<file path="src/rtl/serial_rx_pkg.sv">
package serial_rx_pkg;
  typedef struct packed {
    logic clearFrame;
    logic shiftData;
    logic takeParity;
    logic commit;
  } rxStrobe_t;

  typedef enum logic [2:0] {
    ST_IDLE, ST_START, ST_DATA, ST_PARITY, ST_STOP1, ST_STOP2, ST_HOLD
  } rxState_t;

  function automatic logic [3:0] dataBits(input logic [1:0] wordLen);
    return 4'd5 + {2'b00, wordLen};
  endfunction
endpackage

</file>
<file path="src/rtl/serial_rx_ctrl.sv">
module serial_rx_ctrl
  import serial_rx_pkg::*;
#(
  parameter int OVERSAMPLE = 16
) (
  input  logic       clk,
  input  logic       rstN,
  input  logic       sampleTick,
  input  logic       rxLine,
  input  logic [1:0] wordLen,
  input  logic       parityOn,
  input  logic       twoStop,
  output rxStrobe_t  strobe
);
  localparam int CNT_W = $clog2(OVERSAMPLE);
  localparam logic [CNT_W-1:0] MID  = CNT_W'(OVERSAMPLE / 2 - 1);
  localparam logic [CNT_W-1:0] LAST = CNT_W'(OVERSAMPLE - 1);

  rxState_t state, stateNext;
  logic [CNT_W-1:0] tickCnt, tickCntNext;
  logic [3:0] bitIdx, bitIdxNext;
  logic [3:0] nBits;

  assign nBits = dataBits(wordLen);

  always_comb begin
    stateNext   = state;
    tickCntNext = tickCnt;
    bitIdxNext  = bitIdx;
    strobe      = '0;
    if (sampleTick) begin
      unique case (state)
        ST_IDLE: if (!rxLine) begin
          stateNext   = ST_START;
          tickCntNext = '0;
        end
        ST_START: begin
          tickCntNext = tickCnt + 1'b1;
          if (tickCnt == MID) begin
            tickCntNext = '0;
            if (rxLine) stateNext = ST_IDLE;
            else begin
              stateNext         = ST_DATA;
              bitIdxNext        = '0;
              strobe.clearFrame = 1'b1;
            end
          end
        end
        ST_DATA: begin
          tickCntNext = tickCnt + 1'b1;
          if (tickCnt == LAST) begin
            tickCntNext      = '0;
            strobe.shiftData = 1'b1;
            bitIdxNext       = bitIdx + 1'b1;
            if (bitIdx == nBits - 1'b1) stateNext = parityOn ? ST_PARITY : ST_STOP1;
          end
        end
        ST_PARITY: begin
          tickCntNext = tickCnt + 1'b1;
          if (tickCnt == LAST) begin
            tickCntNext       = '0;
            strobe.takeParity = 1'b1;
            stateNext         = ST_STOP1;
          end
        end
        ST_STOP1: begin
          tickCntNext = tickCnt + 1'b1;
          if (tickCnt == LAST) begin
            tickCntNext   = '0;
            strobe.commit = 1'b1;
            if (!rxLine)      stateNext = ST_HOLD;
            else if (twoStop) stateNext = ST_STOP2;
            else              stateNext = ST_IDLE;
          end
        end
        ST_STOP2: begin
          tickCntNext = tickCnt + 1'b1;
          if (tickCnt == LAST) begin
            tickCntNext = '0;
            stateNext   = ST_IDLE;
          end
        end
        default: if (rxLine) stateNext = ST_IDLE;
      endcase
    end
  end

  always_ff @(posedge clk or negedge rstN) begin
    if (!rstN) begin
      state   <= ST_IDLE;
      tickCnt <= '0;
      bitIdx  <= '0;
    end else begin
      state   <= stateNext;
      tickCnt <= tickCntNext;
      bitIdx  <= bitIdxNext;
    end
  end
endmodule

</file>
<file path="src/rtl/serial_rx_datapath.sv">
module serial_rx_datapath
  import serial_rx_pkg::*;
#(
  parameter int DATA_W      = 8,
  parameter int SYNC_STAGES = 2
) (
  input  logic              clk,
  input  logic              rstN,
  input  logic              rxIn,
  input  rxStrobe_t         strobe,
  input  logic [1:0]        wordLen,
  input  logic              parityOn,
  input  logic              evenSel,
  input  logic              stickOn,
  input  logic              readStrobe,
  output logic              rxLine,
  output logic [DATA_W-1:0] rxData,
  output logic              dataReady,
  output logic              parityErr,
  output logic              frameErr,
  output logic              breakFlag
);
  logic [SYNC_STAGES-1:0] syncReg;
  logic [DATA_W-1:0] shiftReg;
  logic parAcc, parBit, allZero;
  logic [3:0] nBits;
  logic [DATA_W-1:0] alignedData;
  logic slotValue, newParErr, newFrameErr, newBreak;

  assign rxLine = syncReg[SYNC_STAGES-1];
  assign nBits  = dataBits(wordLen);
  assign alignedData = shiftReg >> (4'(DATA_W) - nBits);

  // Even/odd: data ones plus slot; sticky: slot alone. Both must equal ~evenSel.
  assign slotValue   = stickOn ? parBit : (parAcc ^ parBit);
  assign newParErr   = parityOn && (slotValue != ~evenSel);
  assign newFrameErr = !rxLine;
  assign newBreak    = allZero && !rxLine;

  always_ff @(posedge clk or negedge rstN) begin
    if (!rstN) syncReg <= '1;
    else       syncReg <= {syncReg[SYNC_STAGES-2:0], rxIn};
  end

  always_ff @(posedge clk or negedge rstN) begin
    if (!rstN) begin
      shiftReg <= '0;
      parAcc   <= 1'b0;
      parBit   <= 1'b0;
      allZero  <= 1'b1;
    end else if (strobe.clearFrame) begin
      shiftReg <= '0;
      parAcc   <= 1'b0;
      parBit   <= 1'b0;
      allZero  <= 1'b1;
    end else if (strobe.shiftData) begin
      shiftReg <= {rxLine, shiftReg[DATA_W-1:1]};
      parAcc   <= parAcc ^ rxLine;
      allZero  <= allZero & ~rxLine;
    end else if (strobe.takeParity) begin
      parBit  <= rxLine;
      allZero <= allZero & ~rxLine;
    end
  end

  always_ff @(posedge clk or negedge rstN) begin
    if (!rstN) begin
      rxData    <= '0;
      dataReady <= 1'b0;
      parityErr <= 1'b0;
      frameErr  <= 1'b0;
      breakFlag <= 1'b0;
    end else if (strobe.commit) begin
      rxData    <= alignedData;
      dataReady <= 1'b1;
      parityErr <= (parityErr & ~readStrobe) | newParErr;
      frameErr  <= (frameErr  & ~readStrobe) | newFrameErr;
      breakFlag <= (breakFlag & ~readStrobe) | newBreak;
    end else if (readStrobe) begin
      dataReady <= 1'b0;
      parityErr <= 1'b0;
      frameErr  <= 1'b0;
      breakFlag <= 1'b0;
    end
  end
endmodule

</file>
<file path="src/rtl/serial_char_receiver.sv">
module serial_char_receiver
  import serial_rx_pkg::*;
#(
  parameter int DATA_W      = 8,
  parameter int OVERSAMPLE  = 16,
  parameter int SYNC_STAGES = 2
) (
  input  logic              clk,
  input  logic              rstN,
  input  logic              sampleTick,
  input  logic              rxIn,
  input  logic [1:0]        wordLen,
  input  logic              parityOn,
  input  logic              evenSel,
  input  logic              stickOn,
  input  logic              twoStop,
  input  logic              lsIntEn,
  input  logic              readStrobe,
  output logic [DATA_W-1:0] rxData,
  output logic              dataReady,
  output logic              parityErr,
  output logic              frameErr,
  output logic              breakFlag,
  output logic              lineIrq
);
  rxStrobe_t strobe;
  logic rxLine;

  serial_rx_ctrl #(.OVERSAMPLE(OVERSAMPLE)) u_ctrl (
    .clk(clk), .rstN(rstN), .sampleTick(sampleTick), .rxLine(rxLine),
    .wordLen(wordLen), .parityOn(parityOn), .twoStop(twoStop), .strobe(strobe)
  );

  serial_rx_datapath #(.DATA_W(DATA_W), .SYNC_STAGES(SYNC_STAGES)) u_dp (
    .clk(clk), .rstN(rstN), .rxIn(rxIn), .strobe(strobe), .wordLen(wordLen),
    .parityOn(parityOn), .evenSel(evenSel), .stickOn(stickOn),
    .readStrobe(readStrobe), .rxLine(rxLine), .rxData(rxData),
    .dataReady(dataReady), .parityErr(parityErr), .frameErr(frameErr),
    .breakFlag(breakFlag)
  );

  assign lineIrq = lsIntEn & (parityErr | frameErr | breakFlag);
endmodule

</file>
<file path="config.mk">
export PLATFORM = sky130hd
export DESIGN_NAME = serial_char_receiver
export DESIGN_NICKNAME = d
export VERILOG_FILES = /design/src/rtl/serial_rx_pkg.sv /design/src/rtl/serial_rx_ctrl.sv /design/src/rtl/serial_rx_datapath.sv /design/src/rtl/serial_char_receiver.sv
export SDC_FILE = /design/constraint.sdc
export NUM_CORES = 1
export LEC_CHECK = 0
export BUFFER_PORTS_ARGS = -buffer_cell sky130_fd_sc_hd__buf_2
export CAP_MARGIN = 5
export CELL_PAD_IN_SITES_DETAIL_PLACEMENT = 2
export CELL_PAD_IN_SITES_GLOBAL_PLACEMENT = 2
export CORE_AREA = 5 5 80 82
export DETAILED_ROUTE_END_ITERATION = 10
export DIE_AREA = 0 0 85 87
export PLACE_DENSITY_LB_ADDON = 0.1
export SLEW_MARGIN = 25
export SYNTH_ARGS = -nofsm -noshare
export SYNTH_HDL_FRONTEND = slang
export SYNTH_SLANG_ARGS = --single-unit
</file>
<file path="constraint.sdc">
create_clock -name clk -period 2.65 [get_ports clk]
set_clock_uncertainty 0.2 [all_clocks]
set_input_delay 0.6625 -clock clk [delete_from_list [all_inputs] [get_ports clk]]
set_output_delay 0.6625 -clock clk [all_outputs]
set_load 0.01 [all_outputs]
</file>
Word level (Yosys, flattened, before mapping)
Index checks and enable logic that the tools add are counted.

storage, ports and cells
  register bits after elaboration = 36
  bits in latches = 0
  bits in writable memories = 0
  ROM bits = 0
  input bits = 12
  output and inout port bits = 13
  logic and storage cells = 112
  memories kept = 0

operators by class
  add/sub/neg operators = 5
  $mul = 0
  divide/modulo/power cells = 0
  order comparisons = 0
  eq/ne operators = 18
  shift operators = 1
  muxes and demuxes = 44
  bitwise operators = 15
  reductions and logical operators = 16

operators with widths
  kind                                                    count
  2-to-1 mux 3 bit                                        11
  2-to-1 mux 4 bit                                        6
  2-to-1 mux 1 bit                                        21
  case mux 3 bit (6 select lines)                         1
  2-to-1 mux 8 bit                                        2
  inequality test 2 x 1 -> 1 bit (second input constant)  7
  case mux 4 bit (3 select lines)                         1
  AND reduction 9 bit                                     1
  adder 4 x 1 -> 4 bit (second input constant)            2
  case mux 4 bit (2 select lines)                         1
  nonzero test 2 bit                                      4
  right shift 8 x 4 -> 8 bit                              1
  nonzero test 7 bit                                      1
  equality test 3 x 2 -> 1 bit (second input constant)    2
  equality test 3 bit (second input constant)             2
  nonzero test 3 bit                                      2
  bitwise AND 1 bit                                       5
  bitwise OR 1 bit                                        5
  AND reduction 5 bit                                     1
  adder 3 x 2 -> 4 bit (first input constant)             1
  equality test 4 x 3 -> 1 bit (second input constant)    1
  equality test 4 bit                                     1
  equality test 4 bit (second input constant)             1
  inequality test 2 bit (second input constant)           2
  13 further kinds                                        17

Longest topological paths before layout
  word-level depth = 7
  gate-level depth with buffers = 6
  gate-level depth less buffers = 5

Modules after synthesis
Synthesis repeated with hierarchy kept, for this count alone.

second synthesis, totals
  cells, all modules = 188
  area total of the unflattened synthesis = 1919.3 um^2

by module, submodules not included
  module                times used  cells an instance  area each (um^2)  sequential area each (um^2)
  serial_rx_datapath    1           94                 1089.8            629.4
  serial_rx_ctrl        1           93                 820.8             275.3
  serial_char_receiver  1           1                  8.8               0.0

Least setup slack after synthesis
Ideal clock, no wire load.

  path kind = input port to flip-flop
  start = input wordLen[0]
  end = register u_ctrl.state[1]
  library setup time = 0.129 ns
  arrival = 1.981 ns
  data required time = 2.321 ns
  path slack = 0.340 ns
  cell stages on the path = 6
  buffers on the path = 1
  cells stage by stage = ha_1 -> buf_4 -> xnor2_1 -> mux2i_1 -> a311oi_2 -> a2111o_1

on the way
  cells in the longest elaborated chain, start to end = 5

ends and longest elaborated chain
  what                                             RTL line                    text
  start: declaration                               serial_char_receiver.sv:12  input logic [1:0] wordLen,
  adder 3 x 2 -> 4 bit                             serial_rx_pkg.sv:14         return 4'd5 + {2'b00, wordLen};
  subtractor 4 x 1 -> 4 bit                        serial_rx_ctrl.sv:55        if (bitIdx == nBits - 1'b1) stateNext = parityOn ? ST_PARITY : ST_STOP1;
  equality test 4 bit                              serial_rx_ctrl.sv:55
  inequality test 2 x 1 -> 1 bit (no source line)  -
  AND reduction 9 bit (no source line)             -
  end signal: assignment                           serial_rx_ctrl.sv:94        state <= stateNext;
  end: declaration                                 serial_rx_ctrl.sv:19        rxState_t state, stateNext;

Every way passes these cells.
A chain may end at the register's enable or synchronous reset.

Worst setup path in the final report
  start = register u_ctrl.tickCnt[0]
  end = register u_dp.rxData[1]

on the way
  cells in the longest elaborated chain, start to end = 4

ends and longest elaborated chain
  what                      RTL line                  text
  start: declaration        serial_rx_ctrl.sv:20      logic [CNT_W-1:0] tickCnt, tickCntNext;
  start signal: assignment  serial_rx_ctrl.sv:95      tickCnt <= tickCntNext;
  equality test 4 bit       serial_rx_ctrl.sv:68      if (tickCnt == LAST) begin
  2-to-1 mux 1 bit          serial_rx_ctrl.sv:68
  2-to-1 mux 1 bit          serial_rx_ctrl.sv:32      unique case (state)
  2-to-1 mux 4 bit          serial_rx_ctrl.sv:31      if (sampleTick) begin
  end signal: assignment    serial_rx_datapath.sv:74  rxData <= alignedData;
  end: declaration          serial_rx_datapath.sv:17  output logic [DATA_W-1:0] rxData,

Every way passes these cells.

==> impl.org <==
** Status
- The flow ran to the end, and the final reports show no timing, DRC or antenna violations.

** CTS
- Maximum level of the CTS H-tree :: 2
- The number of gates resized after CTS was 0.
- TritonCTS built the clock tree.
- Number of sinks handled by clock tree synthesis :: 36
- Post-CTS timing repair inserted 0 buffers for setup.
- For the worst-skew pair, the clock arrives at the later sink with an insertion delay of 280 ps.
- Buffers inserted during clock tree synthesis total 5.
- Worst-case clock buffer depth :: 2
- The cell sitting at the root of the clock tree is a sky130_fd_sc_hd__clkbuf_8.
- Number of buffers added to fix hold violations after cts :: 0
- Clock-pin slew was measured on the worst setup and hold paths at about 70 ps.

** Timing
- The worst path in the final design needs a cycle of 2140 ps, including I/O delays and setup.
- In this run the tightest slew margin relative to its limit is 43.3%.
- FMAX :: 467 MHz
- Setup violations remaining at the end of the flow were counted as 0.
- Setup total negative slack on the finished layout was measured at 0 ps.
- Setup repair after global routing missed its margin :: false
- For the pin with the worst max-slew slack, the measured transition is around 850 ps.
- Dividing the final minimum period by the clock period gives between 80 and 90%.
- Total count of max-transition violations in the final report :: 0
- Count of endpoints failing hold in the final timing report :: 0
- Final worst hold slack :: 157 ps
- Across all setup checks in the final design, the least slack found is 507 ps.

** Cells and area
- After the last flow step, the layout net total stands at 223.
- Most common cell after layout, fill and taps aside :: sky130_fd_sc_hd__dfrtp_1
- Post-route non-filler standard cell count :: 282
- Most frequent cells in the layout :: 33 x sky130_fd_sc_hd__dfrtp_1, 24 x sky130_fd_sc_hd__buf_2, 15 x sky130_fd_sc_hd__a22o_1
- Relative to the synthesized area, the layout overhead comes to 12.5%.
- Final core utilization :: about 41%
- Diode count :: 0
- After routing the design area is ~0.0023 sq mm.
- Fraction of layout cells with a size suffix above 1 :: 28.0%

** Die
- DIE HEIGHT :: 87 um
- Die outline area :: ~0.0074 sq mm
- Horiz. Die Dim :: 85 um
- I/O pins :: 25
- The core region is 0.00568 sq mm.
- Rows :: 28
- Initial standard-cell utilization of the core :: 36.1%

** Detailed routing
- For this run, the detailed router's first-pass iteration total came to 4.
- Detailed routing inserted a total of 1,581 vias.
- Dividing the detail-routed wire length by the instance count gives 18.7 um.
- In this run, the number of DRC markers left after iteration 0 of detailed routing was 43.
- Vias/cell :: 5.61
- After detailed routing, the number of remaining DRC violations is 0.
- Wire length after detailed routing :: 5280 um
- In this run the remaining antenna-violating nets after routing total 0.

** Logic synthesis
- Ys async rst share :: 100%
- Syn Nets :: 198
- Yosys printed 0 warnings.
- Number of distinct library cells after synthesis :: 61
- The synthesized netlist occupies a cell area of 0.00205 sq mm.
- Commonest register cell after synthesis :: sky130_fd_sc_hd__dfrtp_1
- Synthesis produced 182 cells.
- Number of enable-type register cells in the synthesized netlist :: 0
- Synth Area per Inst :: 11.2 sq um
- Sequential-to-total area share from yosys stat :: 44.2%
- The synthesized design contains 36 register bits.

** Power and ir drop
- Pwr Total :: 1.59 mW
- For this design the ratio of total power to cell area is 692 mW/mm^2.
- The analysis attributes to cell leakage a power of ~1.0 nW.
- VDD sags by at most 0.358 mV.

** Worst setup path
- For this run, the slowest stage of the critical path takes ~400 ps.
- The worst setup path is launched from a register.
- Kind of cell with the highest combined delay on the critical path :: simple AND/OR/NAND/NOR gates
- On the critical path, the stage with the largest delay is an instance of sky130_fd_sc_hd__dfrtp_1.
- By startpoint and endpoint, the worst setup path is classified as reg -> reg.
- The worst register-to-register path has a depth of 5.
- In this run the worst path has a maximum fanout of 12.
- Critical-path cell list :: ha_1 > and4_1 > nand3_2 > nor2_2 > a22o_1
- For the worst setup path, the data arrival time is 2170 ps.
- The most critical setup path has its startpoint at u_ctrl.tickCnt[0].
- Capture instance of the worst register-to-register path :: u_dp.rxData[1]
- Across all register-to-register paths, the minimum setup slack is 510 ps.
- The worst register-to-register path begins at u_ctrl.tickCnt[0].
- Element type at the critical path end :: register
- Crit path buf inv count :: 0
- At the worst endpoint, the required time is around 2700 ps.

** Global routing
- The via count of the first global-routing pass is 1,774.
- Entering global routing, the biggest net connects 37 pins.
- The number of antenna violations at the first check in global routing was 0.
- Total congestion overflow after global routing :: 0
- First-pass GRT wire length :: 9230 um
- Aggregate global-route resource usage :: 16.0%

** Placed design
- Once placement finished, the instance area stood at 0.00222 sq mm.
- Counting tap cells, the placed design contains a total of 275 instances.
- The congestion estimate from routability-driven global placement came to 0.873.
- Buffers on Ports :: 24
- HPWL after DPL :: 4010 um
- Setup Slack @ Placement :: between 200 and 250 ps

** Flow run
- Reported max-cap violation count :: 0

** Min path
- Counting instances, the worst hold path has a depth of 0.
- End point of the most critical hold path :: u_dp.syncReg[1]
- The worst hold path begins at u_dp.syncReg[0].
- Hold Crit Class :: reg -> reg
-- final cells by class --
cell class                      instances  area (sq um)
Clock buffer                            6          72.6
Clock inverter                          1          5.00
Fill cell                             633          3370
Inverter                               10          37.5
Multi-Input combinational cell        125          1030
Sequential cell                        36           905
Tap cell                               75          93.8
Timing Repair Buffer                   29           158
-- routing by layer --
metal  routed length (um)  share of wire, %  vias up  GRT usage [%]
met4                   76               1.4        0           5.04
li1                     -                 -      732              -
met2                 2540                48       24           27.4
met5                    0                 0        -              0
met3                  205               3.9        7           3.69
met1                 2450                46      818           20.0
-- how the worst max path moves through the flow --
stage	endpoint	slack, ps	cells after the start
2_1_floorplan	u_ctrl.state[1]	340	6
3_3_place_gp	u_ctrl.state[1]	260	6
3_5_place_dp	u_ctrl.state[1]	210	6
4_1_cts	u_dp.rxData[1]	470	5
5_1_grt	u_dp.rxData[1]	290	5
6_report	u_dp.rxData[1]	510	5
-- power breakdown --
| part | switching, mW | leakage (nW) | internal [mW] |
|---|---|---|---|
| sequential | 0.138 | 0.474 | 0.634 |
| combinational | 0.242 | 0.530 | 0.208 |
| clock | 0.193 | 0.0410 | 0.179 |
-- cell usage after synthesis (all sizes together), types with 3 or more instances --
cell type	count	area share [%]
inv	10	1.8
nor2b	5	1.5
dfstp	3	3.9
ha	4	2.4
o22ai	6	2.1
mux4	5	5.5
o21ai	4	0.98
nand2	14	2.7
dfrtp	33	40
a22o	15	6.4
nor2	6	1.2
nand2b	3	0.92
xnor2	3	1.3
xor2	4	2.1
nand3	7	2.0
and2	3	0.92
a21oi	5	1.4
mux2	3	1.7
buf	10	3.4
-- state kept, by name, indices dropped and copies added (netlist names), 2 cells and up --
name / flops
u_dp.rxData: 8
u_ctrl.bitIdx: 4
u_ctrl.tickCnt: 4
u_dp.syncReg: 2
u_dp.shiftReg: 8
u_ctrl.state: 3
-- cell families (layout without fill, tap and decap cells) --
kind of cell | count (synthesis) | count (layout) | synth area share, %
multiplexers | 10 | 10 | 8.13
adder cells (fa/ha/maj) | 4 | 4 | 2.45
flip-flops | 36 | 36 | 44.2
buffers and inverters | 21 | 46 | 5.44
XOR/XNOR | 7 | 7 | 3.36
AO/OA/AOI/OAI | 50 | 50 | 20.9
AND/OR/NAND/NOR | 54 | 54 | 15.5
Note: power is estimated with default switching activity, not from simulation.
